--- config.mk ---
export PLATFORM = sky130hd
export DESIGN_NAME = cmi_rx_deser
export DESIGN_NICKNAME = d
export VERILOG_FILES = /design/src/rtl/cmi_rx_pkg.sv /design/src/rtl/cmi_rx_src_sel.sv /design/src/rtl/cmi_rx_sym_dec.sv /design/src/rtl/cmi_rx_packer.sv /design/src/rtl/cmi_rx_deser.sv
export SDC_FILE = /design/constraint.sdc
export NUM_CORES = 1
export LEC_CHECK = 0
export BUFFER_PORTS_ARGS = -buffer_cell sky130_fd_sc_hd__buf_2
export CAP_MARGIN = 15
export CORE_MARGIN = 1
export CORE_UTILIZATION = 30
export CTS_BUF_LIST = sky130_fd_sc_hd__clkbuf_16
export CTS_CLUSTER_DIAMETER = 80
export DETAILED_ROUTE_END_ITERATION = 16
export GPL_TIMING_DRIVEN = 1
export PLACE_DENSITY = 0.46
export SYNTH_ARGS = -nofsm -noshare
export SYNTH_HDL_FRONTEND = slang
export SYNTH_SLANG_ARGS = --single-unit
--- constraint.sdc ---
create_clock -name clk -period 1.79 [get_ports clk]
set_input_delay 0.0895 -clock clk [delete_from_list [all_inputs] [get_ports clk]]
set_output_delay 0.0895 -clock clk [all_outputs]
set_load 0.05 [all_outputs]
--- src/rtl/cmi_rx_pkg.sv ---
// Shared definitions for the CMI receive deserializer.
// Assumes a 3-bit mode code; only two codes select CMI decoding.
package cmi_rx_pkg;

    localparam logic [2:0] MODE_NRZ_FAST = 3'b000;
    localparam logic [2:0] MODE_NRZ_SLOW = 3'b001;
    localparam logic [2:0] MODE_CMI_FAST = 3'b010;
    localparam logic [2:0] MODE_CMI_SLOW = 3'b011;

    // True when the mode code selects two-sample CMI symbols.
    function automatic logic mode_is_cmi(input logic [2:0] m);
        return (m == MODE_CMI_FAST) || (m == MODE_CMI_SLOW);
    endfunction

endpackage

--- src/rtl/cmi_rx_src_sel.sv ---
// Serial source selection and retiming stage.
// Picks the normal or the diagnostic input, registers the chosen sample
// (this register also drives the loopback output), and delays the realign
// request by the same one cycle so it stays aligned with its sample.
// Assumes lb_en changes only between realigned sequences.
module cmi_rx_src_sel (
    input  logic clk,
    input  logic rst_n,
    input  logic rx_in,
    input  logic diag_in,
    input  logic lb_en,
    input  logic realign_in,
    output logic sym_q,
    output logic realign_q,
    output logic live_q
);

    // Register the selected sample, its realign mark and a data-valid flag.
    always_ff @(posedge clk) begin
        if (!rst_n) begin
            sym_q     <= 1'b0;
            realign_q <= 1'b0;
            live_q    <= 1'b0;
        end else begin
            sym_q     <= lb_en ? diag_in : rx_in;
            realign_q <= realign_in;
            live_q    <= 1'b1;
        end
    end

    // the diagnostic input reaches the retimed output one cycle later.
    assert_lb_diag_retime_R11: assert property (@(posedge clk) disable iff (!rst_n)
        lb_en |=> (sym_q == $past(diag_in)));

    // the normal input reaches the retimed output one cycle later.
    assert_lb_norm_retime_R11: assert property (@(posedge clk) disable iff (!rst_n)
        !lb_en |=> (sym_q == $past(rx_in)));

endmodule

--- src/rtl/cmi_rx_sym_dec.sv ---
// Symbol decoder.
// In NRZ every valid sample is passed through as one bit with no error.
// In CMI two samples form one bit: equal halves give 1, the pair 0-then-1
// gives 0, and 1-then-0 is a violation that gives 0. The level of the last
// 1 is kept so that a 1 repeating it is also flagged. Mark history is
// dropped whenever the mode is not CMI.
// Assumes sym and restart are aligned samples from the source stage.
module cmi_rx_sym_dec (
    input  logic clk,
    input  logic rst_n,
    input  logic cmi_en,
    input  logic live,
    input  logic sym,
    input  logic restart,
    output logic bit_vld,
    output logic bit_val,
    output logic bit_err
);

    logic phase_q;      // 1: the first half-bit is held in half0_q
    logic half0_q;      // first half of the current CMI bit
    logic mark_lvl_q;   // level of the most recent decoded 1
    logic mark_known_q; // mark_lvl_q is meaningful

    logic pair_one;
    logic pair_bad;
    logic mark_rep;

    // Classify the current half-bit pair.
    always_comb begin
        pair_one = (half0_q == sym);
        pair_bad = half0_q & ~sym;
        mark_rep = pair_one & mark_known_q & (mark_lvl_q == sym);
    end

    // Produce one decoded bit per sample (NRZ) or per completed pair (CMI).
    always_comb begin
        bit_vld = 1'b0;
        bit_val = 1'b0;
        bit_err = 1'b0;
        if (!cmi_en) begin
            bit_vld = live;
            bit_val = sym;
        end else if (live && phase_q && !restart) begin
            bit_vld = 1'b1;
            bit_val = pair_one;
            bit_err = pair_bad | mark_rep;
        end
    end

    // Track pair phase and the alternating mark level.
    always_ff @(posedge clk) begin
        if (!rst_n) begin
            phase_q      <= 1'b0;
            half0_q      <= 1'b0;
            mark_lvl_q   <= 1'b0;
            mark_known_q <= 1'b0;
        end else if (!cmi_en) begin
            phase_q      <= 1'b0;
            mark_known_q <= 1'b0;
        end else if (live) begin
            if (restart || !phase_q) begin
                half0_q <= sym;
                phase_q <= 1'b1;
            end else begin
                phase_q <= 1'b0;
                if (pair_one) begin
                    mark_lvl_q   <= sym;
                    mark_known_q <= 1'b1;
                end
            end
        end
    end

    // in CMI a decoded bit is never followed directly by another.
    assert_cmi_half_rate_R1: assert property (@(posedge clk) disable iff (!rst_n)
        (cmi_en && bit_vld) |=> (!cmi_en || !bit_vld));

    // no bit carries an error outside CMI.
    assert_nrz_no_err_R7: assert property (@(posedge clk) disable iff (!rst_n)
        !cmi_en |-> !bit_err);

endmodule

--- src/rtl/cmi_rx_packer.sv ---
// Word packer.
// Shifts decoded bits in first-received-most-significant and ORs their
// error flags. On the last bit of a word it loads the output word, the
// violation flag (masked outside CMI) and a one-cycle strobe. The byte
// clock is the top half of the bit counter, so it falls exactly when a
// word is loaded. A restart discards the partial word.
// Assumes WORD_W is a power of two and at least 2.
module cmi_rx_packer #(
    parameter int WORD_W = 8
) (
    input  logic              clk,
    input  logic              rst_n,
    input  logic              cmi_en,
    input  logic              restart,
    input  logic              bit_vld,
    input  logic              bit_val,
    input  logic              bit_err,
    output logic [WORD_W-1:0] word_q,
    output logic              lcv_q,
    output logic              word_vld_q,
    output logic              word_clk
);

    localparam int              CNT_W = $clog2(WORD_W);
    localparam logic [CNT_W-1:0] LAST = CNT_W'(WORD_W - 1);
    localparam logic [CNT_W-1:0] HALF = CNT_W'(WORD_W / 2);

    logic [CNT_W-1:0]  cnt_q;
    logic [WORD_W-1:0] shreg_q;
    logic              err_acc_q;
    logic [WORD_W-1:0] shreg_n;
    logic              err_n;

    // Next shift contents and accumulated error with the incoming bit.
    always_comb begin
        shreg_n = {shreg_q[WORD_W-2:0], bit_val};
        err_n   = err_acc_q | bit_err;
    end

    // Byte clock: high while the second half of a word is being gathered.
    always_comb begin
        word_clk = (cnt_q >= HALF);
    end

    // Count bits, gather the word and publish it on the last bit.
    always_ff @(posedge clk) begin
        if (!rst_n) begin
            cnt_q      <= '0;
            shreg_q    <= '0;
            err_acc_q  <= 1'b0;
            word_q     <= '0;
            lcv_q      <= 1'b0;
            word_vld_q <= 1'b0;
        end else begin
            word_vld_q <= 1'b0;
            if (restart) begin
                cnt_q     <= bit_vld ? CNT_W'(1) : '0;
                err_acc_q <= bit_vld & bit_err;
                if (bit_vld) begin
                    shreg_q <= shreg_n;
                end
            end else if (bit_vld) begin
                shreg_q <= shreg_n;
                if (cnt_q == LAST) begin
                    cnt_q      <= '0;
                    err_acc_q  <= 1'b0;
                    word_q     <= shreg_n;
                    lcv_q      <= err_n & cmi_en;
                    word_vld_q <= 1'b1;
                end else begin
                    cnt_q     <= cnt_q + CNT_W'(1);
                    err_acc_q <= err_n;
                end
            end
        end
    end

    // a word completed in an NRZ mode never carries the flag.
    assert_lcv_nrz_low_R7: assert property (@(posedge clk) disable iff (!rst_n)
        (word_vld_q && !$past(cmi_en)) |-> !lcv_q);

    // the outputs move only as the byte clock falls.
    assert_out_on_fall_R8: assert property (@(posedge clk) disable iff (!rst_n)
        (!$stable(word_q) || !$stable(lcv_q)) |-> $fell(word_clk));

    // word strobes are isolated single-cycle pulses.
    assert_strobe_single_R8: assert property (@(posedge clk) disable iff (!rst_n)
        word_vld_q |=> !word_vld_q);

endmodule

--- src/rtl/cmi_rx_deser.sv ---
// CMI receive deserializer top.
// Source select and retime -> symbol decode -> word packing.
// Assumes mode and lb_en are held steady except around a realign.
module cmi_rx_deser
    import cmi_rx_pkg::*;
#(
    parameter int WORD_W = 8
) (
    input  logic              clk,
    input  logic              rst_n,
    input  logic [2:0]        mode,
    input  logic              rx_in,
    input  logic              diag_in,
    input  logic              lb_en,
    input  logic              realign_en,
    output logic              lb_out,
    output logic [WORD_W-1:0] pout,
    output logic              lcv,
    output logic              byte_vld,
    output logic              byte_clk
);

    logic cmi_en;
    logic sym_q;
    logic realign_q;
    logic live_q;
    logic bit_vld;
    logic bit_val;
    logic bit_err;

    // Decode the mode code into the CMI/NRZ choice.
    always_comb begin
        cmi_en = mode_is_cmi(mode);
    end

    cmi_rx_src_sel u_src (
        .clk        (clk),
        .rst_n      (rst_n),
        .rx_in      (rx_in),
        .diag_in    (diag_in),
        .lb_en      (lb_en),
        .realign_in (realign_en),
        .sym_q      (sym_q),
        .realign_q  (realign_q),
        .live_q     (live_q)
    );

    cmi_rx_sym_dec u_dec (
        .clk     (clk),
        .rst_n   (rst_n),
        .cmi_en  (cmi_en),
        .live    (live_q),
        .sym     (sym_q),
        .restart (realign_q),
        .bit_vld (bit_vld),
        .bit_val (bit_val),
        .bit_err (bit_err)
    );

    cmi_rx_packer #(.WORD_W(WORD_W)) u_pack (
        .clk        (clk),
        .rst_n      (rst_n),
        .cmi_en     (cmi_en),
        .restart    (realign_q),
        .bit_vld    (bit_vld),
        .bit_val    (bit_val),
        .bit_err    (bit_err),
        .word_q     (pout),
        .lcv_q      (lcv),
        .word_vld_q (byte_vld),
        .word_clk   (byte_clk)
    );

    // Loopback output is the retimed selected sample.
    always_comb begin
        lb_out = sym_q;
    end

    // a reset cycle leaves every output cleared.
    assert_reset_clear_R9: assert property (@(posedge clk)
        !rst_n |=> (pout == '0 && !lcv && !byte_vld && !byte_clk && !lb_out));

endmodule

## Word level (Yosys, flattened, before mapping)

Cells that the tools add are included.
Widths: inputs -> output; s select.

| storage, ports and cells | value |
|---|---|
| input bits | 9 |
| word-level logic and storage cells | 62 |
| flip-flop bits (word level) | 28 |

| cells by class | value |
|---|---|
| muxes and demuxes | 17 |
| bitwise logic cells | 12 |
| eq/ne operators | 5 |
| $add $sub $neg | 1 |
| reduce and logical (&&, ||, !) cells | 13 |
| $lt $le $gt $ge | 1 |

Operators by type and width:

| operator | count |
|---|---|
| $mux 1 | 14 |
| $mux 3 | 3 |
| $reduce_and 3->1 | 3 |
| $eq 3x2->1 const B | 2 |
| $and 1x1->1 | 5 |
| $not 1->1 | 5 |
| $reduce_and 4->1 | 1 |
| $add 3x1->3 const B | 1 |
| $eq 3x3->1 const B | 1 |
| $ge 3x3->1 const B | 1 |
| $reduce_or 3->1 | 1 |
| $eq 1x1->1 | 2 |
| $logic_and 1x1->1 | 2 |
| $logic_not 1->1 | 2 |
| $logic_or 1x1->1 | 2 |
| $or 1x1->1 | 2 |
| $reduce_and 2->1 | 1 |
| $reduce_bool 2->1 | 1 |

## Longest topological paths before layout

| depth | value |
|---|---|
| word-level depth | 10 |
| mapped depth | 7 |
| depth with buffers taken out | 6 |

## Hierarchy

Synthesis repeated with hierarchy kept, for this count alone.

| second synthesis, totals | value |
|---|---|
| cells, all modules | 124 |
| area, all modules | 1158.6 um2 |

By module, submodules not included:

| module | area each (um2) | seq. area each (um2) | times used | cells an instance |
|---|---|---|---|---|
| cmi_rx_packer | 847.1 | 420.4 | 1 | 91 |
| cmi_rx_sym_dec | 215.2 | 80.1 | 1 | 26 |
| cmi_rx_src_sel | 82.6 | 60.1 | 1 | 6 |
| cmi_rx_deser | 13.8 | 0.0 | 1 | 1 |

## Least setup slack after synthesis

OpenSTA, ideal clock, no wires.

| timing path | value |
|---|---|
| path kind | reg-to-reg |
| start point | register u_src.sym_q |
| end point | register u_pack.lcv_q |
| period minus slack after synthesis | 1.719 ns |
| cell stages (with the launch flop) | 6 |
| arrival | 1.602 ns |
| buffers on the path | 0 |
| setup time | 0.117 ns |
| data required time | 1.673 ns |
| setup slack | 0.071 ns |
| cells stage by stage | dfxtp_1 inv_1 ha_1 a311oi_1 nor2_1 o2bb2ai_1 |

| on the way | value |
|---|---|
| longest elaborated chain between the ends | 8 |

Ends and longest elaborated chain:

| element | RTL line | source |
|---|---|---|
| start, declared | cmi_rx_src_sel.sv:13 | `output logic sym_q,` |
| start signal, assigned | cmi_rx_src_sel.sv:25 | `sym_q <= lb_en ? diag_in : rx_in;` |
| $eq 1x1->1 | cmi_rx_sym_dec.sv:31 | `pair_one = (half0_q == sym);` |
| $and 1x1->1 (2 in series) | cmi_rx_sym_dec.sv:33 | `mark_rep = pair_one & mark_known_q & (mark_lvl_q == sym);` |
| $or 1x1->1 (*) | cmi_rx_sym_dec.sv:47 | `bit_err = pair_bad \| mark_rep;` |
| $mux 1 (*) | cmi_rx_sym_dec.sv:44 | `end else if (live && phase_q && !restart) begin` |
| $mux 1 (*) | cmi_rx_sym_dec.sv:41 | `if (!cmi_en) begin` |
| $or 1x1->1 (*) | cmi_rx_packer.sv:37 | `err_n = err_acc_q \| bit_err;` |
| $and 1x1->1 (*) | cmi_rx_packer.sv:68 | `lcv_q <= err_n & cmi_en;` |
| end signal, assigned | cmi_rx_packer.sv:68 |  |
| end, declared | cmi_rx_packer.sv:19 | `output logic lcv_q,` |

Every way passes the cells marked *; elsewhere a longest branch is shown, timed or not.
A chain may end at the register's enable or synchronous reset.

## Worst setup path in the final report

| timing path | value |
|---|---|
| start point | register u_pack.cnt_q[0] |
| end point | register u_pack.word_q[7] |

| on the way | value |
|---|---|
| longest elaborated chain between the ends | 2 |

Ends and longest elaborated chain:

| element | RTL line | source |
|---|---|---|
| start, declared | cmi_rx_packer.sv:28 | `logic [CNT_W-1:0] cnt_q;` |
| start signal, assigned | cmi_rx_packer.sv:57 | `cnt_q <= bit_vld ? CNT_W'(1) : '0;` |
| start signal, assigned | cmi_rx_packer.sv:71 | `cnt_q <= cnt_q + CNT_W'(1);` |
| $eq 3x3->1 | cmi_rx_packer.sv:64 | `if (cnt_q == LAST) begin` |
| $reduce_and 3->1 (no source line) | -- |  |
| end signal, assigned | cmi_rx_packer.sv:67 | `word_q <= shreg_n;` |
| end, declared | cmi_rx_packer.sv:18 | `output logic [WORD_W-1:0] word_q,` |

Every way passes these cells.

==> out/results.txt <==
Largest net degree at the start of global routing - 16
RSZ-0062 raised after global routing - no
Clock root buffer - clkbuf_16
H-tree levels - 1
Initial Util - 31.5%
Grt ovf - 0
Die H - 64.5 microns
Io pins - 21
First-pass DRT Iterations - 3
Final-report hold violation count - 0
Crit path max fanout - 9
Placed inst area - 1320 sq um
Top post-synthesis cells by area - dfxtp_1 (48%), mux2i_1 (8.5%), nand2_1 (6.1%)
CP Data Required Time - 1950 ps
Initial antenna violation count - 0
Fmax - 629 MHz
GR Util All Layers - 11.8%
M1 GR Usage - 14.4%
CP startpoint kind - flop
Skew final - 3.96 ps
RePlAce Congestion - 0.693
Post-synth top area share - 47.8%
Fin nets - 154
Post-DR wirelength/cell - 11.1 microns
Final hold slack - 37.0 ps
FFs w/ async S/R, synth - 0%
Setup TNS - 0 ps
Worst slew pin tran - 393 ps
Die area - 4160 sq um
Leading area contributor after synthesis - dfxtp_1
Clk pin slew, worst setup/hold paths - 70 ps
Worst-Skew Late Latency - 260 ps
Gr busiest metal - met2
Post-route non-filler standard cell count - 187
Final setup vio count - 0
Net Count, Synth - 134
Primary FF master, synth - dfxtp_1
Cell area after synthesis - 1170 sq um
Worst reg-to-reg path cell count - 7
DR vias - 836
Vias in the first global route - 847
Post-cts hold buffer count - 0
Hold depth - 2
CTS tree - yes
Total CTS buffers - 3
Leakage - 0.544 nW
Clock sink total - 28
CP Capture Type - flop
Grt met2 use - 19.3%
Inst Count DP - 184
Resized cells post-CTS - 0
Final wirelength - 2080 microns
Remaining antenna violation count - 0
CP Class - reg -> reg
Mean post-synth cell area - 9.69 sq um
DRC Markers - 0
Min-delay worst type - in -> reg
Final Cycle Share - 88.9%
Drt initial violations - 15
Final worst slack - 199 ps
Yosys warns - 0
HPWL Detailed - 1500 microns
Share of cells above drive strength 1 - 20.9%
Worst EP arrival - 1750 ps
Max Cap Viol - 0
Die W - 64.5 microns
Row count - 22
Core Area - 3720 sq um
Input/output buffers - 19
Post-Syn Instances - 121
Pre-CTS setup slack - 124 ps
First-pass GRT wire length - 3730 microns
P per Cell Area - 877 nW/um^2
Synth cell types - 29
Maximum clock insertion buffer count - 2
Final slew viol count - 0
Minimum clock period - 1590 ps
M3 GR Usage - 3.17%
Post-synth EDFFs - 0
FF+latch count, synth - 28
Util after Layout - 37.5%
Status - complete, no violations
Slew margin rel. - 73.7%
Post-route cell area - 1390 sq um
Sequential share of the synthesized area - 47.8%
Final Power - 1.22 mW
Antenna diodes - 0
Drt via density - 4.47
Post-CTS Setup Bufs - 0
Layout area overhead - 18.9%
IR drop worst, VDD - 0.270 mV
==> area by class of cell <==
type                            instances  area, sq um
Sequential cell                        28          561
Clock buffer                            3         75.1
Fill cell                             390         2320
Multi-Input combinational cell         82          553
Tap cell                               48         60.1
Timing Repair Buffer                   22          130
Inverter                                4         15.0
==> critical path, stage by stage, from the launching register on <==
cell and delay (ps):
dfxtp_1 360, ha_1 160, ha_1 190, nand2_1 100
a211oi_4 250, buf_12 180, mux2i_1 180, nor2b_1 60
==> report_power, final <==
group	switching, mW	leakage, nW	internal (mW)
Sequential	0.0109	0.227	0.634
Combinational	0.0433	0.280	0.0329
Clock	0.205	0.0370	0.296
Total	0.259	0.544	0.963
==> cells in the mapped netlist (2+ instances only) <==
cell      count
dfxtp_1      28
nand2_1      19
mux2i_1      10
nor2b_1      10
a21boi_0      6
a21oi_1       6
ha_1          4
inv_1         4
nor2_1        4
o21ai_0       4
clkbuf_1      3
a21boi_1      2
buf_2         2
buf_6         2
nand2b_1      2
nand3_1       2
==> registers in the layout (all words and copies together) (netlist names) <==
signal	cells
u_pack.word_q	8
u_pack.shreg_q	7
u_pack.cnt_q	3
u_dec.half0_q	1
u_dec.mark_known_q	1
u_dec.mark_lvl_q	1
u_dec.phase_q	1
u_pack.err_acc_q	1
u_pack.lcv_q	1
u_pack.word_vld_q	1
u_src.live_q	1
u_src.realign_q	1
u_src.sym_q	1
==> worst paths after layout <==
path                   start               end  slack (ps)
max          u_pack.cnt_q[0]  u_pack.word_q[7]         200
min reg2reg     u_pack.lcv_q      u_pack.lcv_q         460
min               realign_en   u_src.realign_q          40
max reg2reg  u_pack.cnt_q[0]  u_pack.word_q[7]         200
==> cell usage in the layout, fill, tap and decap left out, types with 2 or more instances in the layout <==
| cell | instances |
|---|---|
| a21boi_0 | 6 |
| a21boi_1 | 2 |
| a21oi_1 | 6 |
| buf_2 | 19 |
| buf_4 | 2 |
| clkbuf_16 | 3 |
| dfxtp_1 | 28 |
| ha_1 | 4 |
| inv_1 | 4 |
| mux2i_1 | 10 |
| nand2_1 | 19 |
| nand2b_1 | 2 |
| nand3_1 | 2 |
| nor2_1 | 4 |
| nor2b_1 | 10 |
| o21ai_0 | 4 |
==> cells by family (layout without fill, tap and decap cells) <==
family                   after synthesis  after routing  synth area share, %
adder cells (fa/ha/maj)                4              4                 4.27
XOR/XNOR                               1              1                0.747
AO/OA/AOI/OAI                         24             24                 14.8
AND/OR/NAND/NOR                       43             43                 18.8
flip-flops                            28             28                 47.8
multiplexers                          10             10                 8.54
buffers and inverters                 11             29                 5.02
==> routing by layer <==
| metal | part of all wire, % | wire length, microns | up-vias |
|---|---|---|---|
| met5 | 0 | 0 | - |
| met2 | 43 | 903 | 15 |
| met1 | 51 | 1060 | 377 |
| met3 | 3.6 | 75 | 5 |
| li1 | - | - | 439 |
| met4 | 2.1 | 44 | 0 |
Note: power is estimated with default switching activity, not from simulation.
